$ cat src/rtl/bank_mapper_pkg.sv
package bank_mapper_pkg;
   typedef enum logic [1:0] {
      BOOT_ROM  = 2'd0,
      BOOT_RAM  = 2'd1,
      BOOT_IO   = 2'd2,
      BOOT_NONE = 2'd3
   } boot_sel_e;

   typedef enum logic {
      WR_IDLE   = 1'b0,
      WR_STROBE = 1'b1
   } wr_state_e;
endpackage

$ cat src/rtl/bank_wr_seq.sv
module bank_wr_seq
   import bank_mapper_pkg::*;
(
   input  logic clk,
   input  logic rst_n,
   input  logic req,
   output logic capture,
   output logic commit,
   output logic wait_o,
   output logic strobe_o
);
   wr_state_e state_q;

   always_ff @(posedge clk or negedge rst_n) begin
      if (!rst_n) begin
         state_q <= WR_IDLE;
      end else begin
         case (state_q)
            WR_IDLE:   if (req) state_q <= WR_STROBE;
            WR_STROBE: state_q <= WR_IDLE;
            default:   state_q <= WR_IDLE;
         endcase
      end
   end

   always_comb begin
      capture  = req && (state_q == WR_IDLE);
      commit   = (state_q == WR_STROBE);
      wait_o   = capture;
      strobe_o = commit;
   end


   wait_then_strobe_chk: assert property (@(posedge clk) disable iff (!rst_n)
      wait_o |=> (strobe_o && !wait_o));


   strobe_one_cycle_chk: assert property (@(posedge clk) disable iff (!rst_n)
      strobe_o |=> !strobe_o);


   strobe_after_wait_chk: assert property (@(posedge clk) disable iff (!rst_n)
      $rose(strobe_o) |-> $past(wait_o));
endmodule

$ cat src/rtl/bank_map_regs.sv
module bank_map_regs #(
   parameter int BANKS = 16,
   parameter int MAP_W = 12,
   localparam int IDX_W = $clog2(BANKS)
) (
   input  logic             clk,
   input  logic             rst_n,
   input  logic             commit,
   input  logic             wr_ctrl,
   input  logic [IDX_W-1:0] wr_idx,
   input  logic [MAP_W-1:0] wr_data,
   input  logic [IDX_W-1:0] lk_idx,
   output logic [MAP_W-1:0] lk_entry,
   input  logic [IDX_W-1:0] rd_idx,
   output logic [MAP_W-1:0] rd_entry,
   output logic             map_en
);
   logic [MAP_W-1:0] entries [BANKS];

   initial begin
      assert (BANKS == (1 << IDX_W)) else $error("BANKS must be a power of two");
      assert (MAP_W > 1) else $error("MAP_W too small");
   end

   for (genvar i = 0; i < BANKS; i++) begin : g_entry
      always_ff @(posedge clk or negedge rst_n) begin
         if (!rst_n)
            entries[i] <= '0;
         else if (commit && !wr_ctrl && (wr_idx == IDX_W'(i)))
            entries[i] <= wr_data;
      end


      entry_hold_chk: assert property (@(posedge clk) disable iff (!rst_n)
         !commit |=> $stable(entries[i]));
   end

   always_ff @(posedge clk or negedge rst_n) begin
      if (!rst_n)
         map_en <= 1'b0;
      else if (commit && wr_ctrl)
         map_en <= wr_data[0];
   end

   assign lk_entry = entries[lk_idx];
   assign rd_entry = entries[rd_idx];


   enable_hold_chk: assert property (@(posedge clk) disable iff (!rst_n)
      !commit |=> $stable(map_en));
endmodule

$ cat src/rtl/bank_decode.sv
module bank_decode
   import bank_mapper_pkg::*;
#(
   parameter int CPU_AW    = 16,
   parameter int BANK_BITS = 4,
   parameter int MAP_W     = 12,
   parameter int SEL_W     = 5,
   localparam int OFF_W    = CPU_AW - BANK_BITS,
   localparam int PAGE_W   = MAP_W - SEL_W,
   localparam int RES_AW   = PAGE_W + OFF_W
) (
   input  logic              map_en,
   input  logic [MAP_W-1:0]  entry,
   input  logic [CPU_AW-1:0] cpu_addr,
   input  logic [1:0]        boot_sel,
   output logic [RES_AW-1:0] res_addr,
   output logic [SEL_W-1:0]  res_sel_n,
   output logic              console_sel
);
   logic [SEL_W-1:0] boot_n;

   initial begin
      assert (SEL_W >= 3) else $error("SEL_W must cover ROM, RAM and I/O");
      assert (MAP_W > SEL_W) else $error("MAP_W must exceed SEL_W");
      assert (RES_AW > CPU_AW) else $error("resource space must exceed CPU space");
   end

   for (genvar r = 0; r < SEL_W; r++) begin : g_boot
      if (r < 3) begin : g_dev
         assign boot_n[r] = (boot_sel != 2'(r));
      end else begin : g_idle
         assign boot_n[r] = 1'b1;
      end
   end

   always_comb begin
      if (map_en) begin
         console_sel = &entry;
         res_sel_n   = console_sel ? '1 : entry[MAP_W-1 -: SEL_W];
         res_addr    = {entry[PAGE_W-1:0], cpu_addr[OFF_W-1:0]};
      end else begin
         console_sel = (boot_sel == BOOT_NONE);
         res_sel_n   = boot_n;
         res_addr    = RES_AW'(cpu_addr);
      end
   end
endmodule

$ cat src/rtl/bank_mapper.sv
module bank_mapper #(
   parameter int CPU_AW    = 16,
   parameter int BANK_BITS = 4,
   parameter int MAP_W     = 12,
   parameter int SEL_W     = 5,
   localparam int BANKS    = 1 << BANK_BITS,
   localparam int OFF_W    = CPU_AW - BANK_BITS,
   localparam int RES_AW   = MAP_W - SEL_W + OFF_W,
   localparam int RA_W     = BANK_BITS + 1
) (
   input  logic              clk,
   input  logic              rst_n,
   input  logic [CPU_AW-1:0] cpu_addr,
   input  logic [1:0]        boot_sel,
   input  logic              reg_wr,
   input  logic [RA_W-1:0]   reg_addr,
   input  logic [MAP_W-1:0]  reg_wdata,
   output logic [MAP_W-1:0]  reg_rdata,
   output logic [RES_AW-1:0] res_addr,
   output logic [SEL_W-1:0]  res_sel_n,
   output logic              console_sel,
   output logic              bus_wait,
   output logic              map_strobe
);
   logic                 capture, commit, map_en;
   logic [RA_W-1:0]      wr_addr_q;
   logic [MAP_W-1:0]     wr_data_q;
   logic [MAP_W-1:0]     lk_entry, rd_entry;

   initial begin
      assert (BANK_BITS > 0 && BANK_BITS < CPU_AW) else $error("bad BANK_BITS");
   end

   bank_wr_seq u_seq (
      .clk      (clk),
      .rst_n    (rst_n),
      .req      (reg_wr),
      .capture  (capture),
      .commit   (commit),
      .wait_o   (bus_wait),
      .strobe_o (map_strobe)
   );

   always_ff @(posedge clk or negedge rst_n) begin
      if (!rst_n) begin
         wr_addr_q <= '0;
         wr_data_q <= '0;
      end else if (capture) begin
         wr_addr_q <= reg_addr;
         wr_data_q <= reg_wdata;
      end
   end

   bank_map_regs #(.BANKS(BANKS), .MAP_W(MAP_W)) u_regs (
      .clk      (clk),
      .rst_n    (rst_n),
      .commit   (commit),
      .wr_ctrl  (wr_addr_q[BANK_BITS]),
      .wr_idx   (wr_addr_q[BANK_BITS-1:0]),
      .wr_data  (wr_data_q),
      .lk_idx   (cpu_addr[CPU_AW-1 -: BANK_BITS]),
      .lk_entry (lk_entry),
      .rd_idx   (reg_addr[BANK_BITS-1:0]),
      .rd_entry (rd_entry),
      .map_en   (map_en)
   );

   assign reg_rdata = reg_addr[BANK_BITS] ? MAP_W'(map_en) : rd_entry;

   bank_decode #(
      .CPU_AW(CPU_AW), .BANK_BITS(BANK_BITS), .MAP_W(MAP_W), .SEL_W(SEL_W)
   ) u_dec (
      .map_en      (map_en),
      .entry       (lk_entry),
      .cpu_addr    (cpu_addr),
      .boot_sel    (boot_sel),
      .res_addr    (res_addr),
      .res_sel_n   (res_sel_n),
      .console_sel (console_sel)
   );


   boot_onehot_chk: assert property (@(posedge clk) disable iff (!rst_n)
      !map_en |-> $onehot0(~res_sel_n));


   boot_pad_chk: assert property (@(posedge clk) disable iff (!rst_n)
      !map_en |-> (res_addr[RES_AW-1:CPU_AW] == '0));


   offset_pass_chk: assert property (@(posedge clk) disable iff (!rst_n)
      map_en |-> (res_addr[OFF_W-1:0] == cpu_addr[OFF_W-1:0]));


   console_quiet_chk: assert property (@(posedge clk) disable iff (!rst_n)
      console_sel |-> (&res_sel_n));
endmodule

$ cat config.mk
export PLATFORM = sky130hd
export DESIGN_NAME = bank_mapper
export DESIGN_NICKNAME = d
export VERILOG_FILES = /design/src/rtl/bank_mapper_pkg.sv /design/src/rtl/bank_wr_seq.sv /design/src/rtl/bank_map_regs.sv /design/src/rtl/bank_decode.sv /design/src/rtl/bank_mapper.sv
export SDC_FILE = /design/constraint.sdc
export NUM_CORES = 1
export LEC_CHECK = 0
export CAP_MARGIN = 20
export CORE_ASPECT_RATIO = 1.25
export CORE_MARGIN = 1
export CORE_UTILIZATION = 45
export CTS_BUF_LIST = sky130_fd_sc_hd__clkbuf_8
export DETAILED_ROUTE_END_ITERATION = 6
export GPL_TIMING_DRIVEN = 0
export HOLD_SLACK_MARGIN = 0.02
export PLACE_DENSITY_LB_ADDON = 0.05
export SYNTH_ARGS = -nofsm -noshare
export SYNTH_HDL_FRONTEND = slang
export SYNTH_SLANG_ARGS = --single-unit
$ cat constraint.sdc
create_clock -name clk -period 3.5 [get_ports clk]
set_input_delay 0.35 -clock clk [delete_from_list [all_inputs] [get_ports clk]]
set_output_delay 0.35 -clock clk [all_outputs]
set_load 0.02 [all_outputs]
==> metrics, run 1 <==
YS warnings=0; Starting Density=45.9%; Synth top cells by count=214 x mux2_2, 211 x dfrtp_1, 86 x mux4_2; die outline height=179 um; origin of the worst setup path=cpu_addr[13]; Placed Cells=about 1.1k; Total Power=8930 uW; register area share after synthesis=a little under half; most frequent cell after synthesis=mux2_2; total number of vias=7,260; Max-Cap Viols=0; DR pass1 iterations=5; # port buffers=60; worst-margin pin slew=around 1.2 ns; first-pass GRT wire length=between 50 and 60 mm; share of the synthesized area in the top cell type=46.8%; Hold Fails Final Rpt=0; number of CTS-inserted buffers=37; fin. max-slew vios=0; largest net degree at the start of global routing=118; CP Class=input port to output port; DR iter-0 viols=578; CORE AREA=0.0246 sq mm; Worst Hold Class=input port to async pin; RSZ-0062 raised after global routing=no; status=finished, final reports clean; Clock transition at path regs=0.06 ns; crit path launch type=input port; hpwl dp=roughly 23 mm; die width=144 um; number of global-route vias before repair=7,809; diode count=0; fillcell total=between 2k and 2.5k; Synth Register Bits=211; Synth Instances=712; post-synthesis cell area=~0.011 sq mm; pwr/cell area=just under 700 mW/mm^2; Slew headroom=21.1%; All-Layer GR Usage=29.4%; Post-Syn Nets=between 700 and 800; Final ANT Viol Nets=0; GP Congestion=0.864; reg-to-reg startpoint=u_seq.commit; clk_skew=0.0205 ns; Peak Freq=between 200 and 300 MHz; VDD IR-drop max=about 300 uV; initial antenna violation count=0; Final setup viols=0; CTS H-Tree Depth=2; FP Rows=64; TNS Setup=0 ns; total gr overflow=0; Post-synth EDFFs=0; crit share post-route=95.8%; root buf cell=clkbuf_8; Final Instance Count excl. Fillers=around 1.2k; DRC violations left=0; min Tclk post-route=3.35 ns; Nets=about 860; Avg Inst Size Synth=15.8 sq um; Pleak=slightly below 0.006 uW; Worst EP required=3.15 ns; Synth area leaders=dfrtp_1 47%, mux2_2 21%, mux4_2 17%, mux4_1 5.1%, a22oi_1 1.1%; post-synth cell types=32; die area=between 0.02 and 0.03 sq mm; clk_lat worst skew=0.53 ns; crit path max fanout=10; share of cells above drive strength 1=48.8%; main flop type after synthesis=dfrtp_1; CTS tree=yes; final WL=~35 mm; Async SR Flop Fraction=100%; WL per Instance=around 30 um; CP Data Arrival Time=3.00 ns; area delta synth->final=16.9%; Top Ports=77; Clock Sinks=211; Clock Path Buffers=3; CP Capture Type=output port; vias per cell=roughly 6.2; post-synth top area cell=dfrtp_1; hold slack=0.420 ns
## state kept, by name, indices dropped and copies added (netlist names)
signal / count
u_regs.entries: 192
wr_data_q: 12
wr_addr_q: 5
u_regs.map_en: 1
u_seq.commit: 1
## metrics by stage
step           setup slack (ns)  instance area, sq um  utilization [%]
2_1_floorplan             0.941                 11300                -
5_1_grt                  0.0756                 13200             53.6
3_5_place_dp             -0.266                 12500             50.8
6_report                  0.148                 13200             53.6
4_1_cts                  0.0122                 13100             53.4
3_3_place_gp              -6.42                 12300             50.0
## per-layer routing
layer	track usage, %	up-vias	routed length [um]
met4	15.1	0	1640
met5	0	-	0
met1	37.6	3929	14400
li1	-	2975	-
met2	47.6	272	17300
met3	5.69	84	2020
## path summary, 6_finish.rpt
| path | depth (start not counted) | slack, ns | end |
|---|---|---|---|
| setup / recovery | 8 | 0.15 | res_addr[15] |
| hold / removal | 2 | 0.42 | wr_addr_q[4] |
| setup reg to reg | 5 | 0.81 | u_regs.entries[152] |
| hold reg to reg | 1 | 0.52 | u_regs.entries[174] |
| max in group asynchronous | 3 | 1.98 | u_regs.entries[186] |
| min in group clk | 2 | 0.42 | wr_data_q[10] |
## cell type report
class	count	area (sq um)	share of cell area (%)
Timing Repair Buffer	73	837	6.35
Buffer	72	460	3.49
Sequential cell	211	5280	40.1
Inverter	3	11.3	0.0854
Clock buffer	43	592	4.49
Tap cell	330	413	3.13
Multi-Input combinational cell	425	5540	42.0
Clock inverter	11	46.3	0.351
## critical path, cell delays in order
cell and delay (ns):
buf_4 0.25, buf_4 0.30, buf_2 0.39, mux4_2 0.39
a22oi_1 0.22, nand2_1 0.21, mux2_2 0.33, clkdlybuf4s50_1 0.54
## timing repair
action                                 4_1_cts  5_1_grt
hold buffers                                 1        0
setup endpoints to repair                    3        5
endpoints found under the hold margin       94        0
resized for setup                            7        8
setup buffers                                0        0
## report_power, final
group / internal [uW] / switching (uW) / leakage (uW)
registers: 3340 / 698 / 0.00274
clock network: 1100 / 984 / 0.000361
logic: 1780 / 1040 / 0.00277
total: 6210 / 2720 / 0.00587
## cell families after synthesis
group           count (synthesis)  synth area share (%)
simple gates                   73                  3.33
buf+inv                        76                  4.14
flops                         211                  46.8
compound gates                 27                  1.76
mux                           325                  44.0
## cells in the final DEF (no fill, tap or decap), drive strengths merged, types with 9 or more instances in the layout
| cell type | instances |
|---|---|
| dfrtp | 211 |
| clkbuf | 80 |
| inv | 12 |
| buf | 48 |
| mux4 | 108 |
| nand2 | 24 |
| a22oi | 17 |
| clkdlybuf4s50 | 58 |
| nor2 | 9 |
| mux2 | 215 |
| nor2b | 20 |
Note: power is estimated with default switching activity, not from simulation.
==> run 2, diff against run 1 <==
--- a/config.mk
+++ b/config.mk
@@ -14,6 +14,7 @@
 export GPL_TIMING_DRIVEN = 0
 export HOLD_SLACK_MARGIN = 0.02
 export PLACE_DENSITY_LB_ADDON = 0.05
+export SLEW_MARGIN = 15
 export SYNTH_ARGS = -nofsm -noshare
 export SYNTH_HDL_FRONTEND = slang
 export SYNTH_SLANG_ARGS = --single-unit
==> metrics, run 2 (synthesis results as in run 1) <==
VDD IR-drop max=311 uV; share of cells above drive strength 1=49.3%; fin. max-slew vios=0; final WL=about 35 mm; largest net degree at the start of global routing=~110; Crit path buffers/inverters=3; Nets=860; clk_lat worst skew=about 0.53 ns; die width=approximately 140 um; crit path max fanout=10; crit share post-route=98.7%; Starting Density=45.9%; number of CTS-inserted buffers=38; FP Rows=64; Post-DP Area=0.0124 sq mm; Worst EP required=roughly 3.2 ns; die area=around 0.026 sq mm; Clock transition at path regs=0.06 ns; Max-Cap Viols=0; diode count=0; hpwl dp=~23 mm; die outline height=~180 um; most numerous cell on the critical path=clkdlybuf4s50_1; Worst Hold Class=input port to async pin; delay of the slowest cell on the worst path=0.84 ns; pwr/cell area=695 mW/mm^2; DRC violations left=0; Slew headroom=21.5%; Util after Layout=54.1%; worst-margin pin slew=1.18 ns; hold slack=0.282 ns; number of global-route vias before repair=7,751; clk_skew=0.0148 ns; Top delay family on crit path=buffers and inverters; GP Congestion=0.864; initial antenna violation count=0; Clock Path Buffers=3; status=finished, final reports clean; min Tclk post-route=3.45 ns; worst-path cell chain=clkdlybuf4s50_1 -> clkdlybuf4s15_1 -> mux4_2 -> nor2b_1 -> clkdlybuf4s50_1; DR pass1 iterations=5; vias per cell=6.22; All-Layer GR Usage=between 20% and 30%; CP Class=input port to output port; biggest regs=u_regs.entries: 192 flops, wr_data_q: 12 flops, wr_addr_q: 5 flops; RSZ-0062 raised after global routing=no; Pleak=0.00594 uW; CTS tree=yes; CTS H-Tree Depth=2; commonest non-fill, non-tap cell in the layout=mux2_2; Hold Fails Final Rpt=0; root buf cell=clkbuf_8; WL per Instance=30.0 um; total number of vias=7,324; first-pass GRT wire length=51.7 mm; Slowest-stage cell, CP=clkdlybuf4s15_1; Placed Cells=1,109; Peak Freq=between 200 and 300 MHz; CORE AREA=0.0246 sq mm; CP Data Arrival Time=3.10 ns; Final ANT Viol Nets=0; design area=0.0133 sq mm; total gr overflow=0; number of flip-flops under the largest register name=192; # port buffers=60; CP Capture Type=output port; Top Ports=77; most frequent cells in the layout=214 x mux2_2, 211 x dfrtp_1, 86 x mux4_2; Reg with most FFs=u_regs.entries; TNS Setup=0 ns; crit path launch type=input port; area delta synth->final=17.9%; Final setup viols=0; DR iter-0 viols=slightly above 500; Final Instance Count excl. Fillers=1,178; Clock Sinks=211
## run 2: where the power goes
part	internal (uW)	switching [uW]	total [uW]
clock network	1370	1030	2400
logic	1770	1040	2810
registers	3340	697	4040
## run 2: final cells by class
cell class                      count  area (sq um)
Inverter                            3          11.3
Sequential cell                   211          5280
Tap cell                          330           413
Buffer                             72           470
Clock buffer                       51           702
Timing Repair Buffer               71           787
Multi-Input combinational cell    425          5540
Fill cell                        2048         11300
Clock inverter                     15          88.8
## run 2: timing repair
| item | 4_1_cts | 5_1_grt |
|---|---|---|
| setup buffers | 0 | 1 |
| hold endpoints to repair | 35 | 0 |
| setup endpoints to repair | 3 | 3 |
| pin swaps | 0 | 1 |
| resized for setup | 6 | 7 |
| hold buffers | 1 | 0 |
## run 2: final timing paths
| path | start | end | slack, ns | depth (start not counted) |
|---|---|---|---|---|
| worst max-delay path | reg_addr[3] | reg_rdata[4] | 0.05 | 5 |
| worst min-delay path | rst_n | u_regs.entries[166] | 0.28 | 2 |
| worst max register to register | u_seq.commit | u_regs.entries[151] | 0.82 | 5 |
| worst min register to register | u_regs.entries[174] | u_regs.entries[174] | 0.52 | 1 |
| max in group asynchronous | rst_n | u_regs.entries[56] | 2.03 | 4 |
| min in group clk | reg_wdata[10] | wr_data_q[10] | 0.43 | 2 |
## run 2: routing by layer
metal  part of all wire (%)  vias up  GRT usage [%]
li1                       -     2986              -
met1                     40     3936           37.7
met2                     48      299           46.4
met3                    6.5      103           6.25
met4                    5.3        0           15.8
met5                      0        -              0
## run 2: through the flow
| stage | total power [uW] | setup slack, ns |
|---|---|---|
| floorplan | 5900 | 0.941 |
| detailed placement | 6870 | -0.291 |
| global route | 9690 | 0.0193 |
| finish | 9240 | 0.0458 |
| global placement | 6680 | -6.42 |
| CTS | 9270 | 0.00215 |
==> run 3, diff against run 2 <==
--- a/config.mk
+++ b/config.mk
@@ -11,9 +11,10 @@
 export CORE_UTILIZATION = 45
 export CTS_BUF_LIST = sky130_fd_sc_hd__clkbuf_8
 export DETAILED_ROUTE_END_ITERATION = 6
+export GPL_ROUTABILITY_DRIVEN = 0
 export GPL_TIMING_DRIVEN = 0
-export HOLD_SLACK_MARGIN = 0.02
 export PLACE_DENSITY_LB_ADDON = 0.05
+export SETUP_SLACK_MARGIN = 0.4
 export SLEW_MARGIN = 15
 export SYNTH_ARGS = -nofsm -noshare
 export SYNTH_HDL_FRONTEND = slang
==> metrics, run 3 (synthesis results as in run 1) <==
initial antenna violation count=1; clk_lat worst skew=0.53 ns; Total Power=9230 uW; CTS tree=yes; crit share post-route=87.4%; Worst Hold Class=input port to async pin; Nets=approximately 860; CP Data Arrival Time=2.71 ns; delay of the slowest cell on the worst path=0.78 ns; first-pass GRT wire length=51.7 mm; biggest regs=u_regs.entries: 192 flops, wr_data_q: 12 flops, wr_addr_q: 5 flops; DR pass1 iterations=7; root buf cell=clkbuf_8; total gr overflow=0; worst-margin pin slew=approximately 1.2 ns; most numerous cell on the critical path=mux4_2; worst-path cell chain=clkbuf_1 -> mux4_2 -> mux4_2 -> nor2b_1 -> clkdlybuf4s50_1; diode count=0; Hold Fails Final Rpt=0; Placed Cells=1,109; pwr/cell area=between 600 and 700 mW/mm^2; vias per cell=6.21; Starting Density=about 46%; area delta synth->final=18.3%; Peak Freq=327 MHz; RSZ-0062 raised after global routing=no; die area=roughly 0.026 sq mm; All-Layer GR Usage=slightly below 30%; number of global-route vias before repair=~7.8k; status=finished, final reports clean; worst r2r path cells=5; number of CTS-inserted buffers=38; Util after Layout=54.3%; Pleak=0.00602 uW; hold slack=roughly 0.28 ns; Clock transition at path regs=0.06 ns; Max-Cap Viols=0; min Tclk post-route=3.06 ns; commonest non-fill, non-tap cell in the layout=mux2_2; DR iter-0 viols=479; TNS Setup=0 ns; met2 WL=16.9 mm; Crit path buffers/inverters=2; most frequent cells in the layout=214 x mux2_2, 211 x dfrtp_1, 86 x mux4_2; fin. max-slew vios=0; FP Rows=64; Worst EP required=about 3.2 ns; reg-to-reg startpoint=u_seq.commit; largest net degree at the start of global routing=between 100 and 150; Final Instance Count excl. Fillers=between 1k and 1.5k; routed wl met3=2.33 mm; FF-to-FF setup slack=0.79 ns; CTS H-Tree Depth=2; Final setup viols=0; Top Ports=77; # port buffers=60; Top delay family on crit path=buffers and inverters; Reg with most FFs=u_regs.entries; CP Capture Type=output port; Final ANT Viol Nets=0; Slowest-stage cell, CP=clkbuf_1; CORE AREA=between 0.02 and 0.025 sq mm; CP Class=input port to output port; WL per Instance=29.9 um; die outline height=~180 um; number of flip-flops under the largest register name=192; total number of vias=7,327; Slew headroom=23.1%; final WL=35.3 mm; crit path max fanout=10; DR top layer=met5; Clock Path Buffers=3; die width=144 um; r2r endpoint=u_regs.entries[151]; hpwl dp=23.1 mm; DRC violations left=0; Clock Sinks=211; share of cells above drive strength 1=50.0%; clk_skew=0.0209 ns; wl on met1=14.1 mm; VDD IR-drop max=between 300 and 400 uV; crit path launch type=input port
-- run 3: cell types whose count changed in the layout (fill, tap and decap cells not counted), moves of 2 or more --
cell	change
clkdlybuf4s50_1	-13
nor2_1	-2
dlygate4sd2_1	+11
buf_4	+5
buf_2	-5
buf_8	+2
-- run 3: layer usage --
| metal | track usage, % | vias to the layer above |
|---|---|---|
| li1 | - | 2989 |
| met4 | 15.4 | 2 |
| met2 | 46.9 | 303 |
| met5 | 0 | - |
| met3 | 6.36 | 106 |
| met1 | 37.5 | 3927 |
-- run 3: cell type report --
cell class / instances / area (sq um)
sequential: 211 / 5280
clock buffer: 51 / 702
inverter: 3 / 11.3
clock inverter: 15 / 88.8
tap: 330 / 413
buffer: 73 / 515
timing repair buffer: 72 / 778
multi-input combinational: 425 / 5560
fill: 2045 / 11200
-- run 3: worst max path at each step --
stage / to / cells after the start / slack [ns] / startpoint
final: reg_rdata[11] / 5 / 0.44 / reg_addr[1]
after global routing: reg_rdata[1] / 5 / 0.41 / reg_addr[1]
after CTS: res_addr[13] / 9 / 0.40 / cpu_addr[13]
after detailed placement: console_sel / 8 / -0.29 / cpu_addr[15]
after global placement: u_regs.entries[51] / 1 / -6.42 / rst_n
after floorplan: console_sel / 9 / 0.94 / cpu_addr[13]
-- run 3: what timing repair did --
item | in CTS | in global routing
hold buffers | 1 | 0
pin swaps | 1 | 0
gates resized for setup | 36 | 11
hold endpoints to repair | 35 | 0
setup endpoints to repair | 22 | 8
buffers inserted | 2 | 0
-- run 3: report_power, final --
part	switching, uW	total, uW	internal (uW)	leakage, uW
logic	1040	2800	1760	0.00283
clock network	1030	2390	1370	0.000447
registers	692	4030	3340	0.00274
-- run 3: stage by stage --
stage               setup slack [ns]  instance area, sq um
CTS                            0.400                 13300
floorplan                      0.941                 11300
global route                   0.406                 13300
detailed placement            -0.291                 12400
global placement               -6.42                 12300
finish                         0.443                 13300
